File: config.mk
export PLATFORM = sky130hd
export DESIGN_NAME = pst_timer
export DESIGN_NICKNAME = d
export VERILOG_FILES = /design/src/rtl/pst_pkg.sv /design/src/rtl/pst_regs.sv /design/src/rtl/pst_tick_src.sv /design/src/rtl/pst_prescale.sv /design/src/rtl/pst_count.sv /design/src/rtl/pst_timer.sv
export SDC_FILE = /design/constraint.sdc
export NUM_CORES = 1
export LEC_CHECK = 0
export BUFFER_PORTS_ARGS = -buffer_cell sky130_fd_sc_hd__buf_2
export CAP_MARGIN = 20
export CORE_AREA = 2 2 94 96
export CTS_CLUSTER_SIZE = 10
export DETAILED_ROUTE_END_ITERATION = 10
export DIE_AREA = 0 0 96 98
export PLACE_DENSITY = 0.53
export SLEW_MARGIN = 20
export SYNTH_ARGS = -nofsm -noshare
export SYNTH_HDL_FRONTEND = slang
export SYNTH_HIERARCHICAL = 1
export SYNTH_SLANG_ARGS = --single-unit
export TNS_END_PERCENT = 50
File: constraint.sdc
create_clock -name clk -period 2.1 [get_ports clk]
set_clock_uncertainty 0.05 [all_clocks]
set_input_delay 0.21 -clock clk [delete_from_list [all_inputs] [get_ports clk]]
set_output_delay 0.21 -clock clk [all_outputs]
set_load 0.05 [all_outputs]
File: src/rtl/pst_pkg.sv
package pst_pkg;

  // bus address width and register map
  localparam int unsigned PST_AW = 2;
  localparam logic [PST_AW-1:0] ADDR_CTRL = 2'd0;
  localparam logic [PST_AW-1:0] ADDR_CNT  = 2'd1;
  localparam logic [PST_AW-1:0] ADDR_PER  = 2'd2;

  // prescale codes
  typedef enum logic [1:0] {
    SCL_1   = 2'b00,
    SCL_8   = 2'b01,
    SCL_64  = 2'b10,
    SCL_256 = 2'b11
  } scale_e;

  // control fields, LSB = run
  typedef struct packed {
    logic   irq_en;     // bit7
    scale_e scale;      // bits6:5
    logic   idle_halt;  // bit4
    logic   gate_en;    // bit3
    logic   sync_ext;   // bit2
    logic   src_ext;    // bit1
    logic   run;        // bit0
  } ctrl_t;

  localparam int unsigned CTRL_W   = $bits(ctrl_t);
  localparam int unsigned FLAG_BIT = CTRL_W;

endpackage

File: src/rtl/pst_regs.sv
module pst_regs
  import pst_pkg::*;
#(
  parameter int unsigned DW = 16
) (
  input  logic              clk,
  input  logic              rst_n,
  input  logic              we,
  input  logic [PST_AW-1:0] addr,
  input  logic [DW-1:0]     wdata,
  input  logic              match,
  output ctrl_t             ctrl,
  output logic              flag,
  output logic [DW-1:0]     period,
  output logic              cnt_wr
);

  logic  ctrl_wr;
  logic  per_wr;
  ctrl_t ctrl_d;
  logic  flag_d;
  logic  flag_en;

  // decode
  always_comb begin
    ctrl_wr = we && (addr == ADDR_CTRL);
    per_wr  = we && (addr == ADDR_PER);
    cnt_wr  = we && (addr == ADDR_CNT);
  end

  // next state
  always_comb begin
    ctrl_d  = ctrl_t'(wdata[CTRL_W-1:0]);
    flag_en = match || (ctrl_wr && !wdata[FLAG_BIT]);
    flag_d  = match;  // set wins over clear
  end

  // registers
  always_ff @(posedge clk or negedge rst_n) begin
    if (!rst_n) begin
      ctrl <= '0;
    end else if (ctrl_wr) begin
      ctrl <= ctrl_d;
    end
  end

  always_ff @(posedge clk or negedge rst_n) begin
    if (!rst_n) begin
      period <= '0;
    end else if (per_wr) begin
      period <= wdata;
    end
  end

  always_ff @(posedge clk or negedge rst_n) begin
    if (!rst_n) begin
      flag <= 1'b0;
    end else if (flag_en) begin
      flag <= flag_d;
    end
  end

endmodule

File: src/rtl/pst_tick_src.sv
module pst_tick_src #(
  parameter int unsigned SYNC_STAGES = 2
) (
  input  logic clk,
  input  logic rst_n,
  input  logic tck_in,
  input  logic src_ext,
  input  logic sync_ext,
  input  logic gate_en,
  output logic raw_tick
);

  localparam int unsigned CHAIN = SYNC_STAGES + 1;

  logic [CHAIN-1:0] chain_q;
  logic [CHAIN-1:0] chain_d;
  logic             gate_lvl;
  logic             edge_sync;
  logic             edge_async;

  // capture chain: stage 0 samples the pin, each later stage delays by one
  always_comb begin
    chain_d[0] = tck_in;
  end

  for (genvar g = 1; g < CHAIN; g++) begin : g_chain
    always_comb chain_d[g] = chain_q[g-1];
  end

  always_ff @(posedge clk or negedge rst_n) begin
    if (!rst_n) begin
      chain_q <= '0;
    end else begin
      chain_q <= chain_d;
    end
  end

  // source selection
  always_comb begin
    gate_lvl   = chain_q[SYNC_STAGES-1];
    edge_sync  = chain_q[SYNC_STAGES-1] && !chain_q[SYNC_STAGES];
    edge_async = chain_q[0] && !chain_q[1];
    if (src_ext) begin
      raw_tick = sync_ext ? edge_sync : edge_async;
    end else if (gate_en) begin
      raw_tick = gate_lvl;
    end else begin
      raw_tick = 1'b1;
    end
  end

endmodule

File: src/rtl/pst_prescale.sv
module pst_prescale
  import pst_pkg::*;
#(
  parameter int unsigned PW = 8
) (
  input  logic          clk,
  input  logic          rst_n,
  input  logic          clr,
  input  logic          adv,
  input  scale_e        scale,
  output logic          tick,
  output logic [PW-1:0] pre_cnt
);

  localparam logic [PW-1:0] TERM_1   = PW'(0);
  localparam logic [PW-1:0] TERM_8   = PW'(8 - 1);
  localparam logic [PW-1:0] TERM_64  = PW'(64 - 1);
  localparam logic [PW-1:0] TERM_256 = PW'(256 - 1);

  logic [PW-1:0] term;
  logic          at_term;
  logic [PW-1:0] pre_d;
  logic          pre_en;

  always_comb begin
    unique case (scale)
      SCL_1:   term = TERM_1;
      SCL_8:   term = TERM_8;
      SCL_64:  term = TERM_64;
      default: term = TERM_256;
    endcase
  end

  // next state
  always_comb begin
    at_term = (pre_cnt == term);
    tick    = adv && at_term;
    pre_en  = clr || adv;
    if (clr || at_term) begin
      pre_d = '0;
    end else begin
      pre_d = pre_cnt + PW'(1);
    end
  end

  always_ff @(posedge clk or negedge rst_n) begin
    if (!rst_n) begin
      pre_cnt <= '0;
    end else if (pre_en) begin
      pre_cnt <= pre_d;
    end
  end

endmodule

File: src/rtl/pst_count.sv
module pst_count #(
  parameter int unsigned DW = 16
) (
  input  logic          clk,
  input  logic          rst_n,
  input  logic          load,
  input  logic [DW-1:0] load_val,
  input  logic          tick,
  input  logic [DW-1:0] period,
  output logic [DW-1:0] count,
  output logic          match
);

  logic [DW-1:0] count_d;
  logic          count_en;

  // next state: a load beats a tick
  always_comb begin
    match    = tick && !load && (count == period);
    count_en = load || tick;
    if (load) begin
      count_d = load_val;
    end else if (match) begin
      count_d = '0;
    end else begin
      count_d = count + DW'(1);
    end
  end

  always_ff @(posedge clk or negedge rst_n) begin
    if (!rst_n) begin
      count <= '0;
    end else if (count_en) begin
      count <= count_d;
    end
  end

endmodule

File: src/rtl/pst_timer.sv
module pst_timer
  import pst_pkg::*;
#(
  parameter int unsigned DW          = 16,
  parameter int unsigned PW          = 8,
  parameter int unsigned SYNC_STAGES = 2
) (
  input  logic              clk,
  input  logic              rst_n,
  input  logic              bus_we,
  input  logic [PST_AW-1:0] bus_addr,
  input  logic [DW-1:0]     bus_wdata,
  output logic [DW-1:0]     bus_rdata,
  input  logic              tck_in,
  input  logic              idle_req,
  input  logic              sleep_req,
  output logic              irq
);

  localparam int unsigned PAD_W = DW - CTRL_W - 1;

  logic [1:0]    rst_sync_q;
  logic          rst_int_n;
  ctrl_t         ctrl_q;
  logic          flag_q;
  logic [DW-1:0] period_q;
  logic [DW-1:0] count_q;
  logic          cnt_wr;
  logic          match;
  logic          raw_tick;
  logic          tick;
  logic [PW-1:0] pre_cnt;
  logic          sleep_ok;
  logic          count_en;
  logic          pre_clr;
  logic          run_s;
  logic          src_ext_s;
  logic          sync_s;
  logic          idle_halt_s;

  // reset: asserted asynchronously, released on a clock edge
  always_ff @(posedge clk or negedge rst_n) begin
    if (!rst_n) begin
      rst_sync_q <= '0;
    end else begin
      rst_sync_q <= {rst_sync_q[0], 1'b1};
    end
  end
  assign rst_int_n = rst_sync_q[1];

  pst_regs #(.DW(DW)) u_regs (
    .clk    (clk),
    .rst_n  (rst_int_n),
    .we     (bus_we),
    .addr   (bus_addr),
    .wdata  (bus_wdata),
    .match  (match),
    .ctrl   (ctrl_q),
    .flag   (flag_q),
    .period (period_q),
    .cnt_wr (cnt_wr)
  );

  pst_tick_src #(.SYNC_STAGES(SYNC_STAGES)) u_src (
    .clk      (clk),
    .rst_n    (rst_int_n),
    .tck_in   (tck_in),
    .src_ext  (ctrl_q.src_ext),
    .sync_ext (ctrl_q.sync_ext),
    .gate_en  (ctrl_q.gate_en),
    .raw_tick (raw_tick)
  );

  // counting enable: low-power pins and control settings
  always_comb begin
    run_s       = ctrl_q.run;
    src_ext_s   = ctrl_q.src_ext;
    sync_s      = ctrl_q.sync_ext;
    idle_halt_s = ctrl_q.idle_halt;
    sleep_ok    = src_ext_s && !sync_s;
    count_en    = run_s
                  && !(idle_req && idle_halt_s)
                  && !(sleep_req && !sleep_ok);
    pre_clr     = cnt_wr || !run_s;
  end

  pst_prescale #(.PW(PW)) u_pre (
    .clk     (clk),
    .rst_n   (rst_int_n),
    .clr     (pre_clr),
    .adv     (raw_tick && count_en),
    .scale   (ctrl_q.scale),
    .tick    (tick),
    .pre_cnt (pre_cnt)
  );

  pst_count #(.DW(DW)) u_cnt (
    .clk      (clk),
    .rst_n    (rst_int_n),
    .load     (cnt_wr),
    .load_val (bus_wdata),
    .tick     (tick),
    .period   (period_q),
    .count    (count_q),
    .match    (match)
  );

  // read mux
  always_comb begin
    unique case (bus_addr)
      ADDR_CTRL: bus_rdata = {{PAD_W{1'b0}}, flag_q, ctrl_q};
      ADDR_CNT:  bus_rdata = count_q;
      ADDR_PER:  bus_rdata = period_q;
      default:   bus_rdata = '0;
    endcase
  end

  assign irq = flag_q && ctrl_q.irq_en;

endmodule

# Word-level counts from Yosys, hierarchy flattened
# Cells that the tools add are included.
[totals]
output_inout_bits = 17
romBits = 0
reg_bits = 54
ram_bits = 0
mem_count = 0
latchBits = 0
in_bits = 24
word_cells = 61
[op_classes]
reduce_logical = 32
magnitude_cmp = 0
n_div = 0
mul = 0
bitwise_logic = 0
n_eq_ne = 6
muxes = 8
shifts = 0
add_sub_neg = 2
[op_table]
columns = ["cell", "count"]
rows = [
  ["one-hot mux 16 bit (3 select lines)", 1],
  ["2-to-1 mux 16 bit", 2],
  ["one-hot mux 8 bit (3 select lines)", 1],
  ["adder 16 x 1 -> 16 bit, second input constant", 1],
  ["equality test 16 bit", 1],
  ["logical AND 1 bit", 16],
  ["logical NOT 1 bit", 9],
  ["adder 8 x 1 -> 8 bit, second input constant", 1],
  ["equality test 8 bit", 1],
  ["2-to-1 mux 8 bit", 1],
  ["logical OR 1 bit", 5],
  ["equality test 2 x 1 -> 1 bit, second input constant", 2],
  ["equality test 2 bit, second input constant", 2],
  ["logical NOT 2 bit", 2],
  ["2-to-1 mux 1 bit", 3],
]

# Depth between registers and ports, before layout
# Gate-level depths: netlist of run 1.
[logic_depth]
word_depth = 12
mapped_depth = 13
ltp_nobuf = 12

# Cells and area by module
# Netlist of run 1, hierarchy kept.
[by_module_without_submodules]
columns = ["module", "area_per_inst_um2", "seq_area_each_um2", "cells_each", "instances"]
rows = [
  ["pst_count", 1203.7, 400.4, 131, 1],
  ["pst_regs", 968.4, 625.6, 56, 1],
  ["pst_prescale", 513.0, 200.2, 53, 1],
  ["pst_timer", 381.6, 50.0, 40, 1],
  ["pst_tick_src", 103.8, 75.1, 8, 1],
]

# Worst setup path after synthesis of run 1
# Ideal clock, no wire load.
[synth_path]
kind = "register to register"
startpoint = "register u_regs/ctrl[1] (netlist bit)"
endpoint = "register u_cnt.count[11]"
path_buffers = 2
period_less_slack_ps = 2639
t_required_ps = 1925
setup_slack_ps = -539
path_stages_with_launch = 14
setup_time_ps = 125
arrival_ps = 2463
path_cell_list = "dfrtp_1 -> nand2_1 -> o32ai_1 -> a21o_1 -> nand2_1 -> a221oi_1 -> clkbuf_1 -> and2_1 -> inv_1 -> nor2_1 -> nand2_1 -> o21ai_2 -> buf_6 -> o21ai_2"
[synth_via]
word_cells_on_any_way = 13
cone_classes = "3 x mux; 10 x reduce/logical"
[synth_rtl]
columns = ["element", "line_no", "rtl"]
rows = [
  ["start: declaration", "pst_regs.sv:12", "output ctrl_t ctrl,"],
  ["start signal: assignment", "pst_regs.sv:43", "ctrl <= ctrl_d;"],
  ["2-to-1 mux 1 bit (*)", "pst_tick_src.sv:43", "if (src_ext) begin"],
  ["named net raw_tick", "pst_timer.sv:30", "logic raw_tick;"],
  ["logical AND 1 bit (*)", "pst_timer.sv:91", ".adv (raw_tick && count_en),"],
  ["logical AND 1 bit (*)", "pst_prescale.sv:37", "tick = adv && at_term;"],
  ["named net tick", "pst_timer.sv:31", "logic tick;"],
  ["logical AND 1 bit (2 in a row)", "pst_count.sv:19", "match = tick && !load && (count == period);"],
  ["2-to-1 mux 16 bit", "pst_count.sv:23", "end else if (match) begin"],
  ["2-to-1 mux 16 bit", "pst_count.sv:21", "if (load) begin"],
  ["end signal: assignment", "pst_count.sv:34", "count <= count_d;"],
  ["end: declaration", "pst_count.sv:10", "output logic [DW-1:0] count,"],
]
# Mark *: on every way through the listed nets, which the timed path passes. The rest lies on a longest branch.
# A chain may end at the register's enable or synchronous reset.

# Final worst setup path of run 1
[layout_path]
startpoint = "register u_pre.pre_cnt[1]"
endpoint = "register u_cnt.count[15]"
[layout_via]
elab_chain_cells = 6
word_cells_on_any_way = 7
cone_classes = "1 x eq/ne; 2 x mux; 4 x reduce/logical"
[layout_rtl]
columns = ["element", "line_no", "rtl"]
rows = [
  ["start: declaration", "pst_prescale.sv:12", "output logic [PW-1:0] pre_cnt"],
  ["start signal: assignment", "pst_prescale.sv:50", "pre_cnt <= pre_d;"],
  ["equality test 8 bit (*)", "pst_prescale.sv:36", "at_term = (pre_cnt == term);"],
  ["logical AND 1 bit (*)", "pst_prescale.sv:37", ""],
  ["named net tick", "pst_timer.sv:31", ""],
  ["logical AND 1 bit (2 in a row)", "pst_count.sv:19", ""],
  ["2-to-1 mux 16 bit", "pst_count.sv:23", ""],
  ["2-to-1 mux 16 bit", "pst_count.sv:21", ""],
]
# Marked as above.

==> impl_metrics.toml, run 1 <==
[sta]
fmax_mhz = 441.1
tightest_slew_ns = 0.5369
hold_viol = 0
min_period_over_period = 1.080
period_minus_slack_ns = 2.267
rsz0062_at_grt = "true"
setup_violations = 16
slew_headroom = 0.6421
drv_slew = 0
setup_ws_ns = -0.1672
hold_ws_ns = 0.1023

[power]
p_sw_uw = 1217
power.total_uw = 3221
p_clk_frac = 0.176
p_leak_uw = 0.001694
swShare = 0.3779
power_frac_seq = 0.433
power_per_cell_area_mw_per_mm2 = 821.7
peakVddDrop_mv = 0.4047
p_int_uw = 2004
p_comb_frac = 0.391

[route]
drtAntennaViolNets = 0
drt-total-wl_um = 8024
num_vias = 2480
first_iter_violations = 111
vias_per_cell = 5.254
firstDrtPassIters = 4
drc = 0
wl_per_cell_um = 17.00

[logic_synthesis]
ys_types = 50
synth-seq-cells = 54
syn_area_per_cell_um2 = 11.01
yosys.area.top_type = "dfrtp_1"
syn-cell-area_mm2 = 0.003171
synth-edff-count = 0
synth-main-ff-cell = "dfrtp_1"
synthTopCellsByCount = "dfrtp_1, mux2_2, xor2_1, nor2_1, a22oi_1"
synth_top_area_frac = 0.4262
synth_nets = 314
yosysWarnings = 6
ys_seq_area_frac = 0.4262
yosysMostFrequentCell = "dfrtp_1"
synth-async-reset-ratio = 1.000
synthTopCellsByArea = "dfrtp_1, mux2_2, xor2_1"
synthCells = 288

[global_routing]
grt-ovfl-total = 0
grt_pass1_wl_um = 13480
first_global_vias = 2672
grt_max_degree = 32
grt_usage = 0.1835
antenna_found_initial = 0

[final_layout]
final-seq-area_mm2 = 0.001353
diodes = 0
final_cells = 472
fillers = 813
nNetsFinal = 390
drive_gt1_frac = 0.4066
area_growth_pct = 23.64
multi_input_area_mm2 = 0.001743

[worst_setup_path]
cpLargestDelayFamily = "simple AND/OR/NAND/NOR gates"
worstPathRequired_ns = 2.24
worstSetupPathType = "flop to flop"
cpMaxStageDelayCell = "or4_1"
path_cells = "or4_1 > o21a_1 > nor3_4 > and2_4 > inv_2 > nor2_4 > nand2_4 > o21ai_4 > buf_6 > o21ai_1"
start_kind = "flop"
arrival_ns = 2.41
cp_max_fo = 8
end_kind = "flop"
crit_buf_inv = 2
critPathMaxStageDelay_ns = 0.52

[die]
start_util = 0.3745
die_w_um = 96
core_mm2 = 0.008466
die_y_um = 98
io_pins = 41
rows = 34
die_area_mm2 = 0.009408

[job]
maxCapViolations = 0

[hold_path]
min_path_type = "input pin to flop"

[place]
dp_cells = 458
gp_congestion = 0.7808
port-buffer-count = 40
dpl.hpwl_um = 5734

[clock_tree]
numCtsBuffers = 5
root_buffer = "clkbuf_8"
cts_buffer_depth = 2
cts_tree = "yes"
clk_latency_ns = 0.31
path_clk_slew_ns = 0.09
cts.sinks = 54
cts-htree-levels = 2

[outcome]
outcome = "finished with violations"
violations = "negative setup slack"
## flip-flops by register name, summed over array words and instances (netlist names)
| register | flops |
|---|---|
| rst_sync_q | 2 |
| u_cnt/count | 16 |
| u_pre/pre_cnt | 8 |
| u_regs/ctrl | 8 |
| u_regs/flag | 1 |
| u_regs/period | 16 |
| u_src/chain_q | 3 |
## per-layer routing
metal | share of wire | global-route usage | wire [µm] | vias up
met3 | 0.031 | 0.02546 | 249 | 7
li1 | - | - | - | 1206
met5 | 0 | 0 | 0 | -
met1 | 0.48 | 0.2587 | 3859 | 1225
met4 | 0.0087 | 0.04176 | 70 | 0
met2 | 0.48 | 0.2975 | 3844 | 42
## logic make-up after synthesis
group,count (synthesis),synth area share
DFF,54,0.4262
other,1,0.001183
buffers and inverters,22,0.04499
xor gates and xnor gates,36,0.1018
and+or+nand+nor,68,0.1306
AOI/OAI and AO/OA,72,0.1736
muxes,33,0.1137
adders and majority gates,2,0.007891
## layout make-up
cell class / instances / area share
Tap cell: 108 / 0.03447
Clock buffer: 7 / 0.01947
Multi-Input combinational cell: 212 / 0.4446
Inverter: 3 / 0.002873
Sequential cell: 54 / 0.3450
Timing Repair Buffer: 88 / 0.1535
## power groups by stage
stage / clock (µW) / combinational (µW) / sequential (µW)
after floorplan: 0 / 833 / 1400
after global placement: 0 / 1190 / 1410
after detailed placement: 0 / 1200 / 1420
after CTS: 603 / 1230 / 1400
after global routing: 633 / 1380 / 1420
final: 567 / 1260 / 1390
## layout by cell type (no fill, tap or decap), drive strengths merged, types with 6 or more instances in the layout
cell,instances
a211oi,7
a21oi,6
a22o,7
a22oi,15
buf,86
clkbuf,7
dfrtp,54
mux2,24
mux2i,9
nand2,11
nand3,9
nor2,16
nor3,6
o21ai,18
o2bb2ai,9
xnor2,14
xor2,22
## worst reg2reg max path: cells and delay by family (launching register included)
family | cells | cell delay [ns]
AOI/OAI and AO/OA | 3 | 0.51
buffers and inverters | 2 | 0.22
DFF | 1 | 0.38
and+or+nand+nor | 5 | 1.01
## timing repair
action	CTS	global route
resized for setup	11	6
setup buffers	1	4
pin swaps	8	7
endpoints found under the hold margin	3	0
hold buffers	2	0
endpoints found under the setup margin	21	23
## metrics by stage
stage               TNS [ns]    util  setup WS, ns  cell area [µm²]
floorplan             -4.248       -       -0.3124             3183
global placement      -2.057  0.4379       -0.1576             3707
CTS                   -2.674  0.4536       -0.1860             3840
global route          -4.529  0.4631       -0.2768             3920
detailed placement    -3.059  0.4379       -0.2197             3707
finish                -2.288  0.4631       -0.1672             3920
## final timing paths
| check | from | to | slack (ns) | cells past startpoint |
|---|---|---|---|---|
| worst max-delay path | u_pre/pre_cnt[1] | u_cnt/count[15] | -0.17 | 10 |
| worst min-delay path | bus_wdata[14] | u_regs/period[14] | 0.10 | 2 |
| worst max register to register | u_pre/pre_cnt[1] | u_cnt/count[15] | -0.17 | 10 |
| worst min register to register | rst_sync_q[1] | u_regs/period[2] | 0.20 | 0 |
| max in group asynchronous | rst_sync_q[1] | u_pre/pre_cnt[0] | 1.23 | 1 |
| min in group asynchronous | rst_n | rst_sync_q[1] | 0.16 | 2 |
(Power assumes the default switching activity.)
==> inputs of run 2 (changes only) <==
--- a/config.mk
+++ b/config.mk
@@ -7,10 +7,10 @@
 export LEC_CHECK = 0
 export BUFFER_PORTS_ARGS = -buffer_cell sky130_fd_sc_hd__buf_2
 export CAP_MARGIN = 20
-export CORE_AREA = 2 2 94 96
+export CORE_AREA = 2 2 77 116
 export CTS_CLUSTER_SIZE = 10
 export DETAILED_ROUTE_END_ITERATION = 10
-export DIE_AREA = 0 0 96 98
+export DIE_AREA = 0 0 79 118
 export PLACE_DENSITY = 0.53
 export SLEW_MARGIN = 20
 export SYNTH_ARGS = -nofsm -noshare
==> constraint.sdc (replaced) <==
create_clock -name clk -period 2.1 [get_ports clk]
set_clock_uncertainty 0.05 [all_clocks]
set_input_delay 0.21 -clock clk [delete_from_list [all_inputs] [get_ports clk]]
set_output_delay 0.21 -clock clk [all_outputs]
set_load 0.1 [all_outputs]
==> impl_metrics.toml, run 2 (synthesized netlist as in run 1, its figures left out) <==
[route]
vias_per_cell = 5.382
firstDrtPassIters = 4
drtAntennaViolNets = 0
num_vias = 2535
first_iter_violations = 120
drt-total-wl_um = 8265
drc = 0
wl_per_cell_um = 17.55

[sta]
setup_ws_ns = -0.1900
min_period_over_period = 1.090
setup_violations = 18
rsz0062_at_grt = "true"
fmax_mhz = 436.7
hold_viol = 0
drv_slew = 0
tightest_slew_ns = 0.5817
period_minus_slack_ns = 2.290
slew_headroom = 0.6118

[final_layout]
final_cell_mix = "dfrtp_1, buf_4, buf_2, mux2_2, xor2_1"
nNetsFinal = 389
mostFrequentLayoutCell = "dfrtp_1"
top_regs = "u_cnt/count (16), u_regs/period (16)"
diodes = 0
design_area_mm2 = 0.004203
area_growth_pct = 32.56
drive_gt1_frac = 0.4093

[place]
gp_congestion = 0.8543
port-buffer-count = 40
placed_area_mm2 = 0.003979
dpl.hpwl_um = 6054

[clock_tree]
numCtsBuffers = 5
path_clk_slew_ns = 0.07
cts.sinks = 54
cts_tree = "yes"
root_buffer = "clkbuf_16"
clk_latency_ns = 0.30
cts-htree-levels = 2
cts_buffer_depth = 2

[die]
start_util = 0.3815
io_pins = 41
die_y_um = 118
core_mm2 = 0.008310
die_w_um = 79
rows = 41
die_area_mm2 = 0.009322

[worst_setup_path]
worstSetupPathType = "flop to flop"
cp_max_fo = 4
start_kind = "flop"
end_kind = "flop"
worstPathRequired_ns = 2.23
arrival_ns = 2.42

[power]
p_leak_uw = 0.001778
power.total_uw = 3844
peakVddDrop_mv = 0.5852
power_per_cell_area_mw_per_mm2 = 914.6

[global_routing]
grt_usage = 0.1897
grt_max_degree = 43
grt-ovfl-total = 0
antenna_found_initial = 0
grt_pass1_wl_um = 13860
first_global_vias = 2675

[hold_path]
min_path_type = "flop to asynchronous set/reset pin"

[job]
maxCapViolations = 0

[outcome]
outcome = "finished with violations"
violations = "negative setup slack"
run 2: changes by cell type in the layout (fill, tap and decap cells not counted), moves of 2 or more:
cell / delta
o21ai_0: +4
clkbuf_8: -4
buf_2: -16
o21ai_1: -5
o21ai_2: +2
buf_12: +17
buf_6: -2
clkbuf_16: +5
run 2: what timing repair did:
action	in CTS	in global routing
pin swaps	5	0
gates cloned	0	0
setup buffers	2	1
gates resized for setup	8	1
hold endpoints to repair	3	0
endpoints found under the setup margin	21	22
hold buffers	2	0
run 2: where the power goes:
group / switching, µW / internal (µW) / total [µW]
registers: 180 / 1210 / 1390
logic: 908 / 690 / 1600
clock network: 377 / 474 / 851
run 2: path summary, 6_finish.rpt:
kind | end | from | slack (ns) | depth (start not counted)
max | u_cnt/count[14] | u_regs/ctrl[5] | -0.19 | 11
min | u_regs/period[4] | rst_sync_q[1] | 0.09 | 0
max reg2reg | u_cnt/count[14] | u_regs/ctrl[5] | -0.19 | 11
min reg2reg | u_regs/period[4] | rst_sync_q[1] | 0.09 | 0
max in group asynchronous | u_pre/pre_cnt[2] | rst_sync_q[1] | 1.39 | 1
min in group clk | u_regs/period[10] | bus_wdata[10] | 0.11 | 2
run 2: layout make-up:
type | instances | area [µm²]
Timing Repair Buffer | 87 | 839.6
Clock inverter | 1 | 5.005
Multi-Input combinational cell | 212 | 1715
Fill cell | 794 | 4108
Sequential cell | 54 | 1353
Inverter | 3 | 13.76
Clock buffer | 7 | 142.6
Tap cell | 107 | 133.9
run 2: critical path, cell delays in order (launching register included):
cell and delay, ns:
dfrtp_1 0.38, or4_1 0.53, o21a_1 0.22, nor3_4 0.13, and2_4 0.18, inv_4 0.04, nor2_4 0.10, nand2_2 0.07
o21ai_2 0.16, buf_6 0.15, buf_12 0.11, o21ai_2 0.05
run 2: layer usage:
metal	GRT usage	vias to the layer above	wire (µm)
met2	0.3411	50	4631
met5	0	-	0
li1	-	1200	-
met1	0.2255	1275	3282
met3	0.03067	10	226
met4	0.06142	0	124
run 2: metrics by stage:
stage / cells / util / setup TNS (ns) / hold WS [ns] / setup slack [ns]
after detailed placement: 458 / 0.4788 / -3.862 / -0.05213 / -0.2589
final: 471 / 0.5057 / -2.537 / 0.09356 / -0.1900
after global placement: 458 / 0.4788 / -2.786 / -0.05495 / -0.2003
after CTS: 470 / 0.5044 / -2.625 / 0.1041 / -0.1824
after floorplan: 288 / - / -5.211 / -0.1356 / -0.3124
after global routing: 471 / 0.5057 / -4.993 / 0.1040 / -0.2803
==> inputs of run 3 (changes only) <==
--- a/config.mk
+++ b/config.mk
@@ -5,6 +5,7 @@
 export SDC_FILE = /design/constraint.sdc
 export NUM_CORES = 1
 export LEC_CHECK = 0
+export ABC_AREA = 0
 export BUFFER_PORTS_ARGS = -buffer_cell sky130_fd_sc_hd__buf_2
 export CAP_MARGIN = 20
 export CORE_AREA = 2 2 77 116
@@ -15,6 +16,5 @@
 export SLEW_MARGIN = 20
 export SYNTH_ARGS = -nofsm -noshare
 export SYNTH_HDL_FRONTEND = slang
-export SYNTH_HIERARCHICAL = 1
 export SYNTH_SLANG_ARGS = --single-unit
 export TNS_END_PERCENT = 50
==> impl_metrics.toml, run 3 <==
[outcome]
outcome = "finished, final reports clean"

[logic_synthesis]
yosys.area.top_type = "dfrtp_1"
ys_types = 52
ys_seq_area_frac = 0.4293
synthTopCellsByArea = "dfrtp_1, mux2_2, nand2_1"
synth-async-reset-ratio = 1.000
yosysMostFrequentCell = "dfrtp_1"
synth-main-ff-cell = "dfrtp_1"
synth-seq-cells = 54
syn_area_per_cell_um2 = 9.657
synth_top_area_frac = 0.4293
synth-edff-count = 0
synth_nets = 352
syn-cell-area_mm2 = 0.003148
synthTopCellsByCount = "dfrtp_1, nand2_1, mux2_2, nand3_1, o21ai_0"
yosysWarnings = 0
synthCells = 326

[die]
rows = 41
core_mm2 = 0.008310
die_area_mm2 = 0.009322
start_util = 0.3788
die_y_um = 118
io_pins = 41
die_w_um = 79

[sta]
slew_headroom = 0.6294
rsz0062_at_grt = "true"
fmax_mhz = 493.5
tns_ns = 0
setup_violations = 0
drv_slew = 0
min_period_over_period = 0.9649
period_minus_slack_ns = 2.026
tightest_slew_ns = 0.5559
hold_viol = 0

[route]
vias_per_cell = 5.459
drc = 0
firstDrtPassIters = 5
num_vias = 2795
first_iter_violations = 134
wl_per_cell_um = 17.09
drtAntennaViolNets = 0
drt-total-wl_um = 8751

[final_layout]
final_cell_mix = "dfrtp_1, nand2_1, buf_4, mux2_2, buf_2"
nNetsFinal = 430
top_regs = "u_cnt.count (16), u_regs.period (16)"
area_growth_pct = 34.18
diodes = 0
drive_gt1_frac = 0.3457
utilization = 0.5083
design_area_mm2 = 0.004224
mostFrequentLayoutCell = "dfrtp_1"
final_cells = 512

[clock_tree]
numCtsBuffers = 5
cts_buffer_depth = 2
path_clk_slew_ns = 0.07
cts_tree = "yes"
root_buffer = "clkbuf_16"
clk_latency_ns = 0.30
cts.sinks = 54
cts-htree-levels = 2

[worst_setup_path]
rr_startpoint = "u_regs.period[10]"
r2r_slack_ns = 0.07
end_kind = "flop"
worstSetupPathType = "flop to flop"
cp_max_fo = 13
worstRegToRegCells = 6
start_kind = "flop"
arrival_ns = 2.16
r2r-end = "u_cnt.count[9]"
worstPathRequired_ns = 2.23

[hold_path]
min_path_cells = 3
hold_path_end = "u_cnt.count[11]"
min_from = "bus_wdata[11]"
min_path_type = "input pin to flop"

[global_routing]
grt_usage = 0.2006
grt_pass1_wl_um = 14590
antenna_found_initial = 0
grt-ovfl-total = 0
first_global_vias = 2975
grt_max_degree = 25

[job]
maxCapViolations = 0

[place]
gp_congestion = 0.8263
dp_cells = 502
placed_area_mm2 = 0.004008
port-buffer-count = 40
dpl.hpwl_um = 6681

[power]
power_per_cell_area_mw_per_mm2 = 926.1
peakVddDrop_mv = 0.5006
p_leak_uw = 0.001859
run 3: cell count changes after synthesis, moves of 7 or more:
| cell | delta |
|---|---|
| o2bb2ai_1 | -9 |
| xor2_1 | -19 |
| nand2_1 | +34 |
| o21ai_2 | -11 |
| o21ai_0 | +12 |
| a22oi_1 | -12 |
| a211oi_1 | -7 |
| nand3_1 | +12 |
run 3: layout make-up:
type / instances / area, µm²
Inverter: 4 / 15.01
Clock inverter: 3 / 40.04
Multi-Input combinational cell: 250 / 1728
Fill cell: 818 / 4086
Sequential cell: 54 / 1353
Timing Repair Buffer: 89 / 829.5
Tap cell: 107 / 133.9
Clock buffer: 5 / 125.1
run 3: kinds of logic after synthesis:
| family | count (synthesis) | share of synthesized area |
|---|---|---|
| AND/OR/NAND/NOR | 130 | 0.2099 |
| AO/OA/AOI/OAI | 66 | 0.1494 |
| XOR/XNOR | 18 | 0.05247 |
| buffers and inverters | 22 | 0.03537 |
| other | 1 | 0.001191 |
| adder cells (fa/ha/maj) | 2 | 0.007948 |
| multiplexers | 33 | 0.1145 |
| flip-flops | 54 | 0.4293 |
run 3: power by group:
part           internal, µW  switching (µW)  leakage (µW)
Combinational           698             898       0.00112
Clock                   559             395     0.0000836
Sequential             1210             153      0.000660
Total                  2470            1450       0.00186
run 3: what timing repair did:
action / CTS / global route
pin swaps: 0 / 2
resized for setup: 2 / 5
setup endpoints to repair: 14 / 8
buffers inserted: 0 / 0
hold endpoints to repair: 3 / 0
hold buffers: 2 / 0
run 3: layer usage:
metal / up-vias / track usage / routed length (µm)
li1: 1333 / - / -
met1: 1377 / 0.2324 / 3494
met2: 70 / 0.3612 / 4783
met3: 15 / 0.03144 / 298
met4: 0 / 0.07866 / 174
met5: - / 0 / 0
run 3: worst max-delay path, cell delays in order (launching register included):
cell and delay (ns):
dfrtp_1 0.41, xnor2_1 0.21, nand4_1 0.19, nor4_4 0.35
and4b_2 0.36, a32oi_1 0.24, o21ai_1 0.09
run 3: worst max-delay path by stage:
stage | startpoint | to | cells past startpoint
detailed placement | u_regs.ctrl[2] | u_cnt.count[9] | 6
finish | u_regs.period[10] | u_cnt.count[9] | 6
global route | u_cnt.count[9] | u_cnt.count[9] | 6
global placement | u_regs.ctrl[2] | u_cnt.count[10] | 6
CTS | u_regs.ctrl[2] | u_cnt.count[3] | 7
floorplan | bus_addr[0] | bus_rdata[4] | 3
run 3: through the flow:
| step | setup WS [ns] | hold WS [ns] | power (µW) |
|---|---|---|---|
| 6_report | 0.07372 | 0.08092 | 3912 |
| 5_1_grt | -0.02014 | 0.09337 | 4111 |
| 3_5_place_dp | -0.08086 | -0.05249 | 2956 |
| 3_3_place_gp | -0.02654 | -0.05476 | 2933 |
| 4_1_cts | 0.04353 | 0.08629 | 3923 |
| 2_1_floorplan | -0.3136 | -0.1356 | 2328 |
